<file path="src/rtl/isr_pkg.sv">
package isr_pkg;

   // cause of a retirement, as seen on done_hdr_cause
   typedef enum logic {
      CAUSE_PAY = 1'b0,
      CAUSE_HDR = 1'b1
   } isr_cause_e;

endpackage

</file>
<file path="src/rtl/isr_fill_cnt.sv">
// Fill counter for one buffer: counts quadlets written and flags when the
// next unit of `need` quadlets would no longer fit.
module isr_fill_cnt #(
   parameter int SIZE_W = 10,
   parameter int NEED_W = 3
) (
   input  logic              clk,
   input  logic              rst_n,
   input  logic              clr,
   input  logic              inc,
   input  logic [SIZE_W-1:0] size,
   input  logic [NEED_W-1:0] need,
   output logic [SIZE_W-1:0] cnt,
   output logic              full
);
   localparam int SUM_W = SIZE_W + 1;

   generate
      if (NEED_W > SIZE_W) begin : g_bad_need
         $error("isr_fill_cnt: NEED_W must not exceed SIZE_W");
      end
   endgenerate

   logic [SUM_W-1:0] reach;

   assign reach = SUM_W'(cnt) + SUM_W'(need);
   assign full  = reach > SUM_W'(size);

   always_ff @(posedge clk or negedge rst_n) begin
      if (!rst_n)   cnt <= '0;
      else if (clr) cnt <= '0;
      else if (inc) cnt <= cnt + SIZE_W'(1);
   end

   // a write never lands beyond the end of its buffer
   p_no_overflow_r3: assert property (@(posedge clk) disable iff (!rst_n)
      (inc && !clr) |-> (SUM_W'(cnt) < SUM_W'(size)));

endmodule

</file>
<file path="src/rtl/isr_wr_stage.sv">
// Registered memory write port; RESET_DATA selects whether the address and
// data flops carry a reset or are plain data flops.
module isr_wr_stage #(
   parameter int ADDR_W     = 16,
   parameter int DATA_W     = 32,
   parameter bit RESET_DATA = 1'b1
) (
   input  logic              clk,
   input  logic              rst_n,
   input  logic              we_i,
   input  logic [ADDR_W-1:0] addr_i,
   input  logic [DATA_W-1:0] data_i,
   output logic              we_o,
   output logic [ADDR_W-1:0] addr_o,
   output logic [DATA_W-1:0] data_o
);
   always_ff @(posedge clk or negedge rst_n) begin
      if (!rst_n) we_o <= 1'b0;
      else        we_o <= we_i;
   end

   generate
      if (RESET_DATA) begin : g_rst_data
         always_ff @(posedge clk or negedge rst_n) begin
            if (!rst_n) begin
               addr_o <= '0;
               data_o <= '0;
            end else begin
               addr_o <= addr_i;
               data_o <= data_i;
            end
         end
      end else begin : g_plain_data
         always_ff @(posedge clk) begin
            addr_o <= addr_i;
            data_o <= data_i;
         end
      end
   endgenerate

endmodule

</file>
<file path="src/rtl/isr_dualbuf_splitter.sv">
module isr_dualbuf_splitter
   import isr_pkg::*;
#(
   parameter int ADDR_W     = 16,
   parameter int SIZE_W     = 10,
   parameter int HLEN_W     = 3,
   parameter bit RESET_DATA = 1'b1
) (
   input  logic              clk,
   input  logic              rst_n,
   input  logic [HLEN_W-1:0] hdr_quads,
   input  logic              desc_valid,
   output logic              desc_ready,
   input  logic [ADDR_W-1:0] desc_hdr_base,
   input  logic [SIZE_W-1:0] desc_hdr_size,
   input  logic [ADDR_W-1:0] desc_pay_base,
   input  logic [SIZE_W-1:0] desc_pay_size,
   input  logic              in_valid,
   output logic              in_ready,
   input  logic [31:0]       in_data,
   input  logic              in_sop,
   input  logic              in_eop,
   output logic              wr_en,
   output logic [ADDR_W-1:0] wr_addr,
   output logic [31:0]       wr_data,
   output logic              done_valid,
   output logic [SIZE_W-1:0] done_hdr_cnt,
   output logic [SIZE_W-1:0] done_pay_cnt,
   output logic              done_hdr_cause
);
   localparam int QUAD_W = 32;

   generate
      if (SIZE_W > ADDR_W) begin : g_bad_size
         $error("isr_dualbuf_splitter: SIZE_W must not exceed ADDR_W");
      end
      if (HLEN_W < 1 || HLEN_W > SIZE_W) begin : g_bad_hlen
         $error("isr_dualbuf_splitter: HLEN_W out of range");
      end
   endgenerate

   // current descriptor
   logic              cur_valid;
   logic [ADDR_W-1:0] hb_q, pb_q;
   logic [SIZE_W-1:0] hs_q, ps_q;

   // packet tracking
   logic              in_pkt;
   logic [HLEN_W-1:0] hdr_idx, idx_nxt, pad_rem;

   logic [SIZE_W-1:0] hdr_cnt, pay_cnt;
   logic              hdr_full, pay_full;

   logic              padding, retire, load, fire, beat_hdr, hdr_inc, pay_inc;
   logic              wq_we;
   logic [ADDR_W-1:0] wq_addr;
   logic [QUAD_W-1:0] wq_data;
   isr_cause_e        cause;

   assign padding    = pad_rem != '0;
   assign retire     = cur_valid && !padding && (pay_full || (hdr_full && !in_pkt));
   assign desc_ready = !cur_valid;
   assign load       = desc_valid && !cur_valid;
   assign in_ready   = cur_valid && !padding && !retire;
   assign fire       = in_valid && in_ready;
   assign beat_hdr   = in_sop || (in_pkt && (hdr_idx < hdr_quads));
   assign idx_nxt    = in_sop ? HLEN_W'(1) : hdr_idx + HLEN_W'(1);
   assign hdr_inc    = (fire && beat_hdr) || padding;
   assign pay_inc    = fire && !beat_hdr;
   assign cause      = pay_full ? CAUSE_PAY : CAUSE_HDR;

   always_comb begin
      wq_we   = hdr_inc || pay_inc;
      wq_addr = hdr_inc ? hb_q + ADDR_W'(hdr_cnt) : pb_q + ADDR_W'(pay_cnt);
      wq_data = padding ? '0 : in_data;
   end

   isr_fill_cnt #(.SIZE_W(SIZE_W), .NEED_W(HLEN_W)) i_hdr_fill (
      .clk (clk), .rst_n (rst_n), .clr (load), .inc (hdr_inc),
      .size (hs_q), .need (hdr_quads), .cnt (hdr_cnt), .full (hdr_full)
   );

   isr_fill_cnt #(.SIZE_W(SIZE_W), .NEED_W(1)) i_pay_fill (
      .clk (clk), .rst_n (rst_n), .clr (load), .inc (pay_inc),
      .size (ps_q), .need (1'b1), .cnt (pay_cnt), .full (pay_full)
   );

   isr_wr_stage #(.ADDR_W(ADDR_W), .DATA_W(QUAD_W), .RESET_DATA(RESET_DATA)) i_wr (
      .clk (clk), .rst_n (rst_n),
      .we_i (wq_we), .addr_i (wq_addr), .data_i (wq_data),
      .we_o (wr_en), .addr_o (wr_addr), .data_o (wr_data)
   );

   always_ff @(posedge clk or negedge rst_n) begin
      if (!rst_n) begin
         cur_valid      <= 1'b0;
         hb_q           <= '0;
         pb_q           <= '0;
         hs_q           <= '0;
         ps_q           <= '0;
         in_pkt         <= 1'b0;
         hdr_idx        <= '0;
         pad_rem        <= '0;
         done_valid     <= 1'b0;
         done_hdr_cnt   <= '0;
         done_pay_cnt   <= '0;
         done_hdr_cause <= 1'b0;
      end else begin
         done_valid <= retire;
         if (retire) begin
            done_hdr_cnt   <= hdr_cnt;
            done_pay_cnt   <= pay_cnt;
            done_hdr_cause <= cause;
            cur_valid      <= 1'b0;
         end else if (load) begin
            cur_valid <= 1'b1;
            hb_q      <= desc_hdr_base;
            hs_q      <= desc_hdr_size;
            pb_q      <= desc_pay_base;
            ps_q      <= desc_pay_size;
         end
         if (padding) pad_rem <= pad_rem - HLEN_W'(1);
         if (fire) begin
            if (beat_hdr) hdr_idx <= idx_nxt;
            if (in_eop) begin
               in_pkt <= 1'b0;
               if (beat_hdr && (idx_nxt < hdr_quads)) pad_rem <= hdr_quads - idx_nxt;
            end else begin
               in_pkt <= 1'b1;
            end
         end
      end
   end

   // one record per retirement, never two in a row
   p_one_done_r6: assert property (@(posedge clk) disable iff (!rst_n)
      done_valid |=> !done_valid);

   // counts restart with every new descriptor
   p_fresh_counts_r6: assert property (@(posedge clk) disable iff (!rst_n)
      load |=> (hdr_cnt == '0 && pay_cnt == '0));

   // a full payload buffer retires with cause 0 (also wins over a full header)
   p_pay_retire_r4: assert property (@(posedge clk) disable iff (!rst_n)
      (cur_valid && pay_full && !padding) |=> (done_valid && !done_hdr_cause));

   // a full header buffer between packets retires with cause 1
   p_hdr_retire_r5: assert property (@(posedge clk) disable iff (!rst_n)
      (cur_valid && hdr_full && !pay_full && !in_pkt && !padding)
      |=> (done_valid && done_hdr_cause));

   // header length must be a real length while a descriptor is live
   p_hdr_len_r11: assert property (@(posedge clk) disable iff (!rst_n)
      cur_valid |-> (hdr_quads != '0));

endmodule

</file>
<file path="config.mk">
export PLATFORM = sky130hd
export DESIGN_NAME = isr_dualbuf_splitter
export DESIGN_NICKNAME = d
export VERILOG_FILES = /design/src/rtl/isr_pkg.sv /design/src/rtl/isr_fill_cnt.sv /design/src/rtl/isr_wr_stage.sv /design/src/rtl/isr_dualbuf_splitter.sv
export SDC_FILE = /design/constraint.sdc
export NUM_CORES = 1
export LEC_CHECK = 0
export BUFFER_PORTS_ARGS = -buffer_cell sky130_fd_sc_hd__buf_4
export CAP_MARGIN = 20
export CORE_ASPECT_RATIO = 0.6
export CORE_MARGIN = 1
export CORE_UTILIZATION = 55
export DETAILED_ROUTE_END_ITERATION = 16
export HOLD_SLACK_MARGIN = 0.12
export PLACE_DENSITY = 0.91
export SYNTH_ARGS = -nofsm -noshare
export SYNTH_HDL_FRONTEND = slang
export SYNTH_SLANG_ARGS = --single-unit
</file>
<file path="constraint.sdc">
create_clock -name clk -period 11.3 [get_ports clk]
set_input_delay 2.26 -clock clk [delete_from_list [all_inputs] [get_ports clk]]
set_output_delay 2.26 -clock clk [all_outputs]
set_load 0.02 [all_outputs]
</file>
# Word-level counts from Yosys, hierarchy flattened
# Cells that the tools add are included.
# classes
add_sub_neg	9
order_cmp	4
muxes	15
bitwise_logic	1
n_reduce_logical	25
# op_table
cell	count
$mux W10	4
$add A16 B10 Y16	2
$mux W32	1
$gt A11 B10 Y1	2
$add A10 B1 Y10 const B	2
$mux W16	1
$mux W3	5
$add A10 B1 Y11 const B	1
$add A10 B3 Y11	1
$logic_and A1 B1 Y1	10
$lt A3 B3 Y1	2
$reduce_bool A2 Y1	3
$logic_not A1 Y1	5
$logic_or A1 B1 Y1	4
$mux W1	4
$reduce_and A2 Y1	2
$add A3 B1 Y3 const B	1
$reduce_bool A3 Y1	1
$sub A3 B1 Y3 const B	1
$sub A3 B3 Y3	1
$not A1 Y1	1
# word_totals
register_bits	151
inputBits	93
output_inout_bits	73
elab_cells	71

# Depth between registers and ports, before layout
# Gate-level depths: netlist (run 1).
# logic_depth
depth_word	12
ltp_mapped	16
depth_no_buf	14

# Hierarchy
# From an unflattened synthesis (run 1), not the netlist that was laid out.
# hier_totals
cells_unflattened	742
area_unflattened_um2	7946.4
# modules_own_cells
module	n_inst	cells_per_inst	area_each_um2	seq_area_each_um2
isr_dualbuf_splitter	1	482	4887.2	2052.0
isr_wr_stage	1	49	1226.2	1226.2
isr_fill_cnt (i_hdr_fill)	1	106	945.9	250.2
isr_fill_cnt (i_pay_fill)	1	105	887.1	250.2

# Least setup slack after synthesis (run 1)
# OpenSTA, ideal clock, no wires.
# synth_timing
path_kind	input-to-output
startpoint	in hdr_quads[0]
endpoint	out in_ready
arrival_ns	4.976
t_required_ns	9.040
slack_ns	4.064
path_stages	12
n_path_buf	0
cell_sequence	ha_1 > fa_1 > a21oi_1 > nand2b_1 > xnor2_1 > ha_1 > a211oi_2 > nor2_1 > or3_1 > a311oi_2 > nand3_2 > nor2_1
# synth_via
elab_chain_len	7
# synth_lines
item	line_no	source
start: declaration	isr_dualbuf_splitter.sv:11	input logic [HLEN_W-1:0] hdr_quads,
$add A10 B3 Y11	isr_fill_cnt.sv:26	assign reach = SUM_W'(cnt) + SUM_W'(need);
$gt A11 B10 Y1	isr_fill_cnt.sv:27	assign full = reach > SUM_W'(size);
$logic_and A1 B1 Y1	isr_dualbuf_splitter.sv:61	assign retire = cur_valid && !padding && (pay_full || (hdr_full && !in_pkt));
$logic_or A1 B1 Y1	isr_dualbuf_splitter.sv:61	
$logic_and A1 B1 Y1	isr_dualbuf_splitter.sv:61	
$logic_not A1 Y1	isr_dualbuf_splitter.sv:64	assign in_ready = cur_valid && !padding && !retire;
$logic_and A1 B1 Y1	isr_dualbuf_splitter.sv:64	
end: declaration	isr_dualbuf_splitter.sv:19	output logic in_ready,
# Every way passes these cells.

# Worst setup path in the final report (run 1)
# Same ends and word-level chain as after synthesis.

==> results of run 1 <==
[worst min-delay path by stage]
stage                         start              end  slack [ns]  cells after the start
finish                      hb_q[9]          hb_q[9]        0.48                      2
global route                hb_q[3]          hb_q[3]        0.52                      2
CTS                         hb_q[3]          hb_q[3]        0.49                      2
detailed placement  done_pay_cnt[1]  done_pay_cnt[1]        0.47                      2
global placement            pb_q[0]          pb_q[0]        0.47                      2
floorplan                   ps_q[0]          ps_q[0]        0.45                      2
[cell usage in the layout, fill, tap and decap left out, types with 10 or more instances in the layout]
master       n
o21ai_0     45
xor2_1      18
dfrtp_1    151
nor2_1      37
nor2b_1     16
mux2_2      29
inv_1       38
buf_4      170
a21oi_1     37
clkbuf_16   17
nand3_1     20
nand2_1    148
and2_1      36
mux2i_1     10
ha_1        53
xnor2_1     28
[cell type report]
type	count	area [um^2]	share of cell area (%)
clock buffers	19	443	4.53
well taps	192	240	2.46
multi-input cells	563	3710	38.0
flip-flops and latches	151	3780	38.7
inverters	38	143	1.46
repair buffers	172	1300	13.3
clock inverters	12	151	1.55
[sequential cells by signal, indices dropped and copies added (netlist names)]
register / flops
in_pkt: 1
i_wr.addr_o: 16
hs_q: 10
hb_q: 16
done_hdr_cnt: 10
hdr_idx: 3
pad_rem: 3
i_wr.data_o: 32
done_pay_cnt: 10
done_valid: 1
i_wr.we_o: 1
ps_q: 10
pb_q: 16
i_pay_fill.cnt: 10
cur_valid: 1
i_hdr_fill.cnt: 10
done_hdr_cause: 1
[report_power, final]
part	internal (mW)	switching [mW]
clock	0.352	0.225
sequential	0.737	0.145
combinational	0.464	0.610
total	1.55	0.980
[cell families (layout without fill, tap and decap cells)]
kind of cell	Yosys count	in the layout	synth area share [%]
and+or+nand+nor	305	305	18.7
DFF	151	151	48.9
AOI/OAI and AO/OA	116	116	8.87
buffers and inverters	64	241	3.14
adders and majority gates	57	57	9.62
xor gates and xnor gates	46	46	5.21
muxes	39	39	5.52
[routing by layer]
layer | vias to the layer above | global-route usage (%) | part of all wire, %
met5 | - | 0 | 0
met4 | 0 | 7.67 | 1.2
met3 | 20 | 5.67 | 6.4
met2 | 218 | 42.5 | 46
met1 | 2895 | 39.1 | 47
li1 | 2942 | - | -
[worst max-delay path: stages]
cell      delay [ns]
buf_4           0.12
ha_1            0.21
fa_1            0.40
a21oi_1         0.28
nand2b_1        0.17
xnor2_1         0.13
ha_1            0.28
a211oi_2        0.22
nor2_1          0.06
or3_1           0.34
a311oi_2        0.38
nand3_2         0.19
nor2_1          0.16
buf_4           0.15
==> flow_metrics.py, run 1 <==
metrics = {
    "critical_path": {
        "cp_max_fo": 7,
        "rr_worst_depth": 14,
        "critical_path_required_ns": 9.04,
        "critPathLaunchType": "input pin",
        "r2r_end": "pad_rem[0]",
        "reg2reg_slack_ns": 6.70,
        "end_kind": "output pin",
        "setup.worst_path.class": "input pin to output pin",
        "rr_startpoint": "i_hdr_fill.cnt[0]",
        "crit_start": "hdr_quads[0]",
        "cp.arrival_ns": 5.34,
        "crit_end": "in_ready",
    },
    "clocking": {
        "cts_sinks": 151,
        "cts_buffers": 17,
        "ctsHoldBuffers": 0,
        "ctsResizeCount": 0,
        "clk_pin_slew_ns": 0.06,
        "insertion_delay_ns": 0.42,
        "h-tree-depth": 4,
        "clock_path_buffers": 2,
        "ctsRootBufferMaster": "clkbuf_16",
        "cts_tree": "yes",
        "postCtsSetupRepairBufs": 0,
    },
    "route": {
        "drtAntennaViolNets": 0,
        "drt_iter0_drc": 515,
        "vias_per_cell": 5.30,
        "route.detailed.drc": 0,
        "wl_per_cell_um": 16.2,
        "wl_um": 18600,
        "dr.pass1.iters": 5,
        "num_vias": 6075,
    },
    "logic_synthesis": {
        "async_flop_share_pct": 100,
        "synth_cell_types": 51,
        "synth_top_area_share_pct": 48.9,
        "synth-seq-area-share_pct": 48.9,
        "synth_nets": 928,
        "synth_area_um2": 7730,
        "avgSynthCellArea_um2": 9.93,
        "synth_seq_cells": 151,
        "synth_edf_count": 0,
        "synthCells": 778,
        "yosysMostFrequentCell": "dfrtp_1",
        "yosys_warnings": 0,
        "netlist_top_cells_count": "dfrtp_1, nand2_1, ha_1",
        "synthTopCellsByArea": "dfrtp_1, ha_1, nand2_1",
        "yosysTopAreaCell": "dfrtp_1",
        "synth_ff_type": "dfrtp_1",
    },
    "sta": {
        "hold_slack_ns": 0.483,
        "relSlewSlack_pct": 39.8,
        "setup_tns_ns": 0,
        "hold_viol": 0,
        "timing.final.crit_share_pct": 67.2,
        "setup_viol": 0,
        "slew_viol_final": 0,
        "layout_min_cycle_time_ns": 7.60,
        "worst-slew-pin-transition_ns": 0.903,
        "max_freq_ghz": 0.132,
        "fin_ws_ns": 3.70,
        "grt_setup_unrepaired": "false",
        "clock_skew_ns": 0.0121,
    },
    "placed_design": {
        "place_inst": 1116,
        "port_buffers": 165,
        "routabilityCongestion": 0.902,
        "dp_worst_setup_slack_ns": 3.72,
        "place_area_um2": 9180,
        "dp_hpwl_um": 13400,
    },
    "floorplan": {
        "fp.dieArea_um2": 14500,
        "fp.dieW_um": 155,
        "core_area_um2": 13700,
        "start_util_pct": 56.5,
        "dieHeight_um": 93.8,
        "row_count": 33,
        "io_pins": 166,
    },
    "global_route": {
        "track_usage_pct": 27.4,
        "grt_pass1_vias": 6023,
        "gr-total-overflow": 0,
        "antenna_found_initial": 0,
        "grt_pass1_wl_um": 30700,
        "grt_start_max_net_pins": 93,
    },
    "power": {
        "ir_drop_v": 0.000111,
        "p_leak_nw": 5.02,
        "p_total_mw": 2.53,
        "cellPowerDensity_nw_per_um2": 259,
    },
    "layout": {
        "syn2layout_area_growth_pct": 26.5,
        "nets": 1093,
        "drive_above_1_share_pct": 25.5,
        "diodes": 0,
        "n_fill_cell": 981,
        "stdcell_count": 1147,
        "final_util_pct": 71.5,
        "finalInstanceArea_um2": 9770,
    },
    "min_path": {
        "holdCritPathClass": "register to register",
    },
    "job": {
        "drv_cap": 0,
    },
    "status": {
        "status": "complete, no violations",
    },
}
Note: power is estimated with default switching activity, not from simulation.
==> run 2: changes to the inputs <==
Settings changed: ABC_AREA set to 1.
Clock period 11.3 ns to 7.4 ns, I/O delays scaled along.
==> run 2 against run 1 <==
Synthesized cell count rose by 14%. Area after synthesis rose by 4.5%. Wire length grew 8.1%. Largest cell class unchanged.
==> flow_metrics.py, run 2 <==
metrics = {
    "critical_path": {
        "end_kind": "output pin",
        "cp_max_fo": 4,
        "critPathLaunchType": "input pin",
        "cp_cell_sequence": "buf_4 > ha_1 > fa_1 > nand2_1 > a21oi_2 > nand2_1 > xor2_1 > inv_1 > ha_1 > nand2_1 > nor3_2 > nand2_1 > nand3_1 > nand2_1 > nand2_1 > nand2_2 > nand3_1 > inv_1 > buf_4",
        "setup.worst_path.class": "input pin to output pin",
        "cp_slowest_cell": "fa_1",
        "cp.arrival_ns": 4.12,
        "cpPeakStageDelay_ns": 0.41,
        "cp_common_cell": "nand2_1",
        "critical_path_required_ns": 5.92,
    },
    "logic_synthesis": {
        "synth_edf_count": 0,
        "netlist_top_cells_count": "nand2_1, dfrtp_1, inv_1",
        "yosys_warnings": 0,
        "synth-seq-area-share_pct": 46.8,
        "synth_ff_type": "dfrtp_1",
        "synth_area_um2": 8070,
        "yosysMostFrequentCell": "nand2_1",
        "synth_top_area_share_pct": 46.8,
        "async_flop_share_pct": 100,
        "synth_nets": 1037,
        "yosysTopAreaCell": "dfrtp_1",
        "synthTopCellsByArea": "dfrtp_1, ha_1, nand2_1",
        "avgSynthCellArea_um2": 9.10,
        "synth_seq_cells": 151,
        "synthCells": 887,
        "synth_cell_types": 45,
    },
    "layout": {
        "drive_above_1_share_pct": 24.7,
        "regMostFlops": "i_wr.data_o",
        "final_cell_mix": "buf_4, nand2_1, dfrtp_1",
        "largest_register_ffs": 32,
        "syn2layout_area_growth_pct": 24.2,
        "diodes": 0,
        "n_fill_cell": 1025,
        "final_common_cell": "buf_4",
        "final_util_pct": 71.6,
        "nets": 1198,
        "stdcell_count": 1253,
    },
    "placed_design": {
        "routabilityCongestion": 0.982,
        "dp_hpwl_um": 14700,
        "port_buffers": 165,
        "place_inst": 1221,
    },
    "floorplan": {
        "start_util_pct": 57.7,
        "dieHeight_um": 95.8,
        "row_count": 33,
        "fp.dieW_um": 158,
        "core_area_um2": 14000,
        "io_pins": 166,
        "fp.dieArea_um2": 15200,
    },
    "clocking": {
        "insertion_delay_ns": 0.42,
        "ctsResizeCount": 0,
        "postCtsSetupRepairBufs": 0,
        "ctsHoldBuffers": 0,
        "ctsRootBufferMaster": "clkbuf_16",
        "clk_pin_slew_ns": 0.06,
        "h-tree-depth": 4,
        "cts_buffers": 17,
        "clock_path_buffers": 2,
        "cts_tree": "yes",
        "cts_sinks": 151,
    },
    "global_route": {
        "antenna_found_initial": 0,
        "gr-total-overflow": 0,
        "grt_start_max_net_pins": 95,
        "track_usage_pct": 28.0,
        "grt_pass1_vias": 6418,
        "grt_pass1_wl_um": 32200,
    },
    "route": {
        "drtAntennaViolNets": 0,
        "drt_iter0_drc": 432,
        "wl_per_cell_um": 16.1,
        "dr.pass1.iters": 5,
        "route.detailed.drc": 0,
        "vias_per_cell": 5.37,
        "wl_um": 20100,
        "num_vias": 6731,
    },
    "min_path": {
        "holdCritPathClass": "register to register",
    },
    "sta": {
        "max_freq_ghz": 0.178,
        "layout_min_cycle_time_ns": 5.60,
        "relSlewSlack_pct": 30.1,
        "hold_slack_ns": 0.480,
        "worst-slew-pin-transition_ns": 1.05,
        "setup_tns_ns": 0,
        "clock_skew_ns": 0.0148,
        "hold_viol": 0,
        "timing.final.crit_share_pct": 75.7,
        "setup_viol": 0,
        "slew_viol_final": 0,
        "grt_setup_unrepaired": "false",
    },
    "job": {
        "drv_cap": 0,
    },
    "power": {
        "cellPowerDensity_nw_per_um2": 416,
        "p_leak_nw": 5.44,
        "ir_drop_v": 0.000219,
    },
    "status": {
        "status": "complete, no violations",
    },
}
[run 2: layout make-up]
cell class	count	area (um^2)	area share [%]
clock buffers	18	439	4.38
clock inverters	14	163	1.62
inverters	120	453	4.52
multi-input cells	590	3690	36.8
flip-flops and latches	151	3780	37.7
well taps	192	240	2.40
repair buffers	168	1260	12.6
[run 2: worst max-delay path: cells and delay by family]
kind,cells,cell delay [ns]
AND/OR/NAND/NOR,10,1.08
adder cells (fa/ha/maj),3,0.93
buffers and inverters,4,0.38
XOR/XNOR,1,0.17
AO/OA/AOI/OAI,1,0.08
[run 2: through the flow]
stage                     power (mW)  worst slack [ns]  area, um^2
final                           4.18              1.80       10000
after global routing            4.46              1.67       10000
after CTS                       4.17              1.84       10000
after detailed placement        3.25              1.92        9420
after global placement          3.16              2.04        9420
after floorplan                 2.63              2.36        8070
[run 2: worst paths after layout]
path,slack [ns],cells after the start,endpoint,start
worst min-delay path,0.48,2,done_hdr_cnt[5],done_hdr_cnt[5]
max in group asynchronous,4.96,2,ps_q[3],rst_n
worst max-delay path,1.80,19,in_ready,hdr_quads[0]
worst min register to register,0.48,2,done_hdr_cnt[5],done_hdr_cnt[5]
worst max register to register,3.27,18,i_wr.addr_o[0],i_hdr_fill.cnt[0]
min in group asynchronous,1.09,1,hb_q[7],rst_n
[run 2: logic make-up after synthesis]
logic type                 synth area share (%)
muxes                                      4.71
AOI/OAI and AO/OA                          8.64
and+or+nand+nor                            17.7
xor gates and xnor gates                   5.32
DFF                                        46.8
adders and majority gates                  9.21
buffers and inverters                      7.60
[run 2: where the power goes]
| part | total (mW) | switching, mW | internal [mW] |
|---|---|---|---|
| clock | 0.886 | 0.371 | 0.515 |
| combinational | 1.90 | 1.15 | 0.752 |
| sequential | 1.39 | 0.235 | 1.15 |
| total | 4.18 | 1.76 | 2.42 |
[run 2: layer usage]
metal  GRT usage [%]  share of wire (%)  up-vias
li1                -                  -     3193
met3            6.26                7.1       27
met4            8.57                1.4        0
met1            39.5                 45     3248
met5               0                  0        -
met2            43.4                 46      263
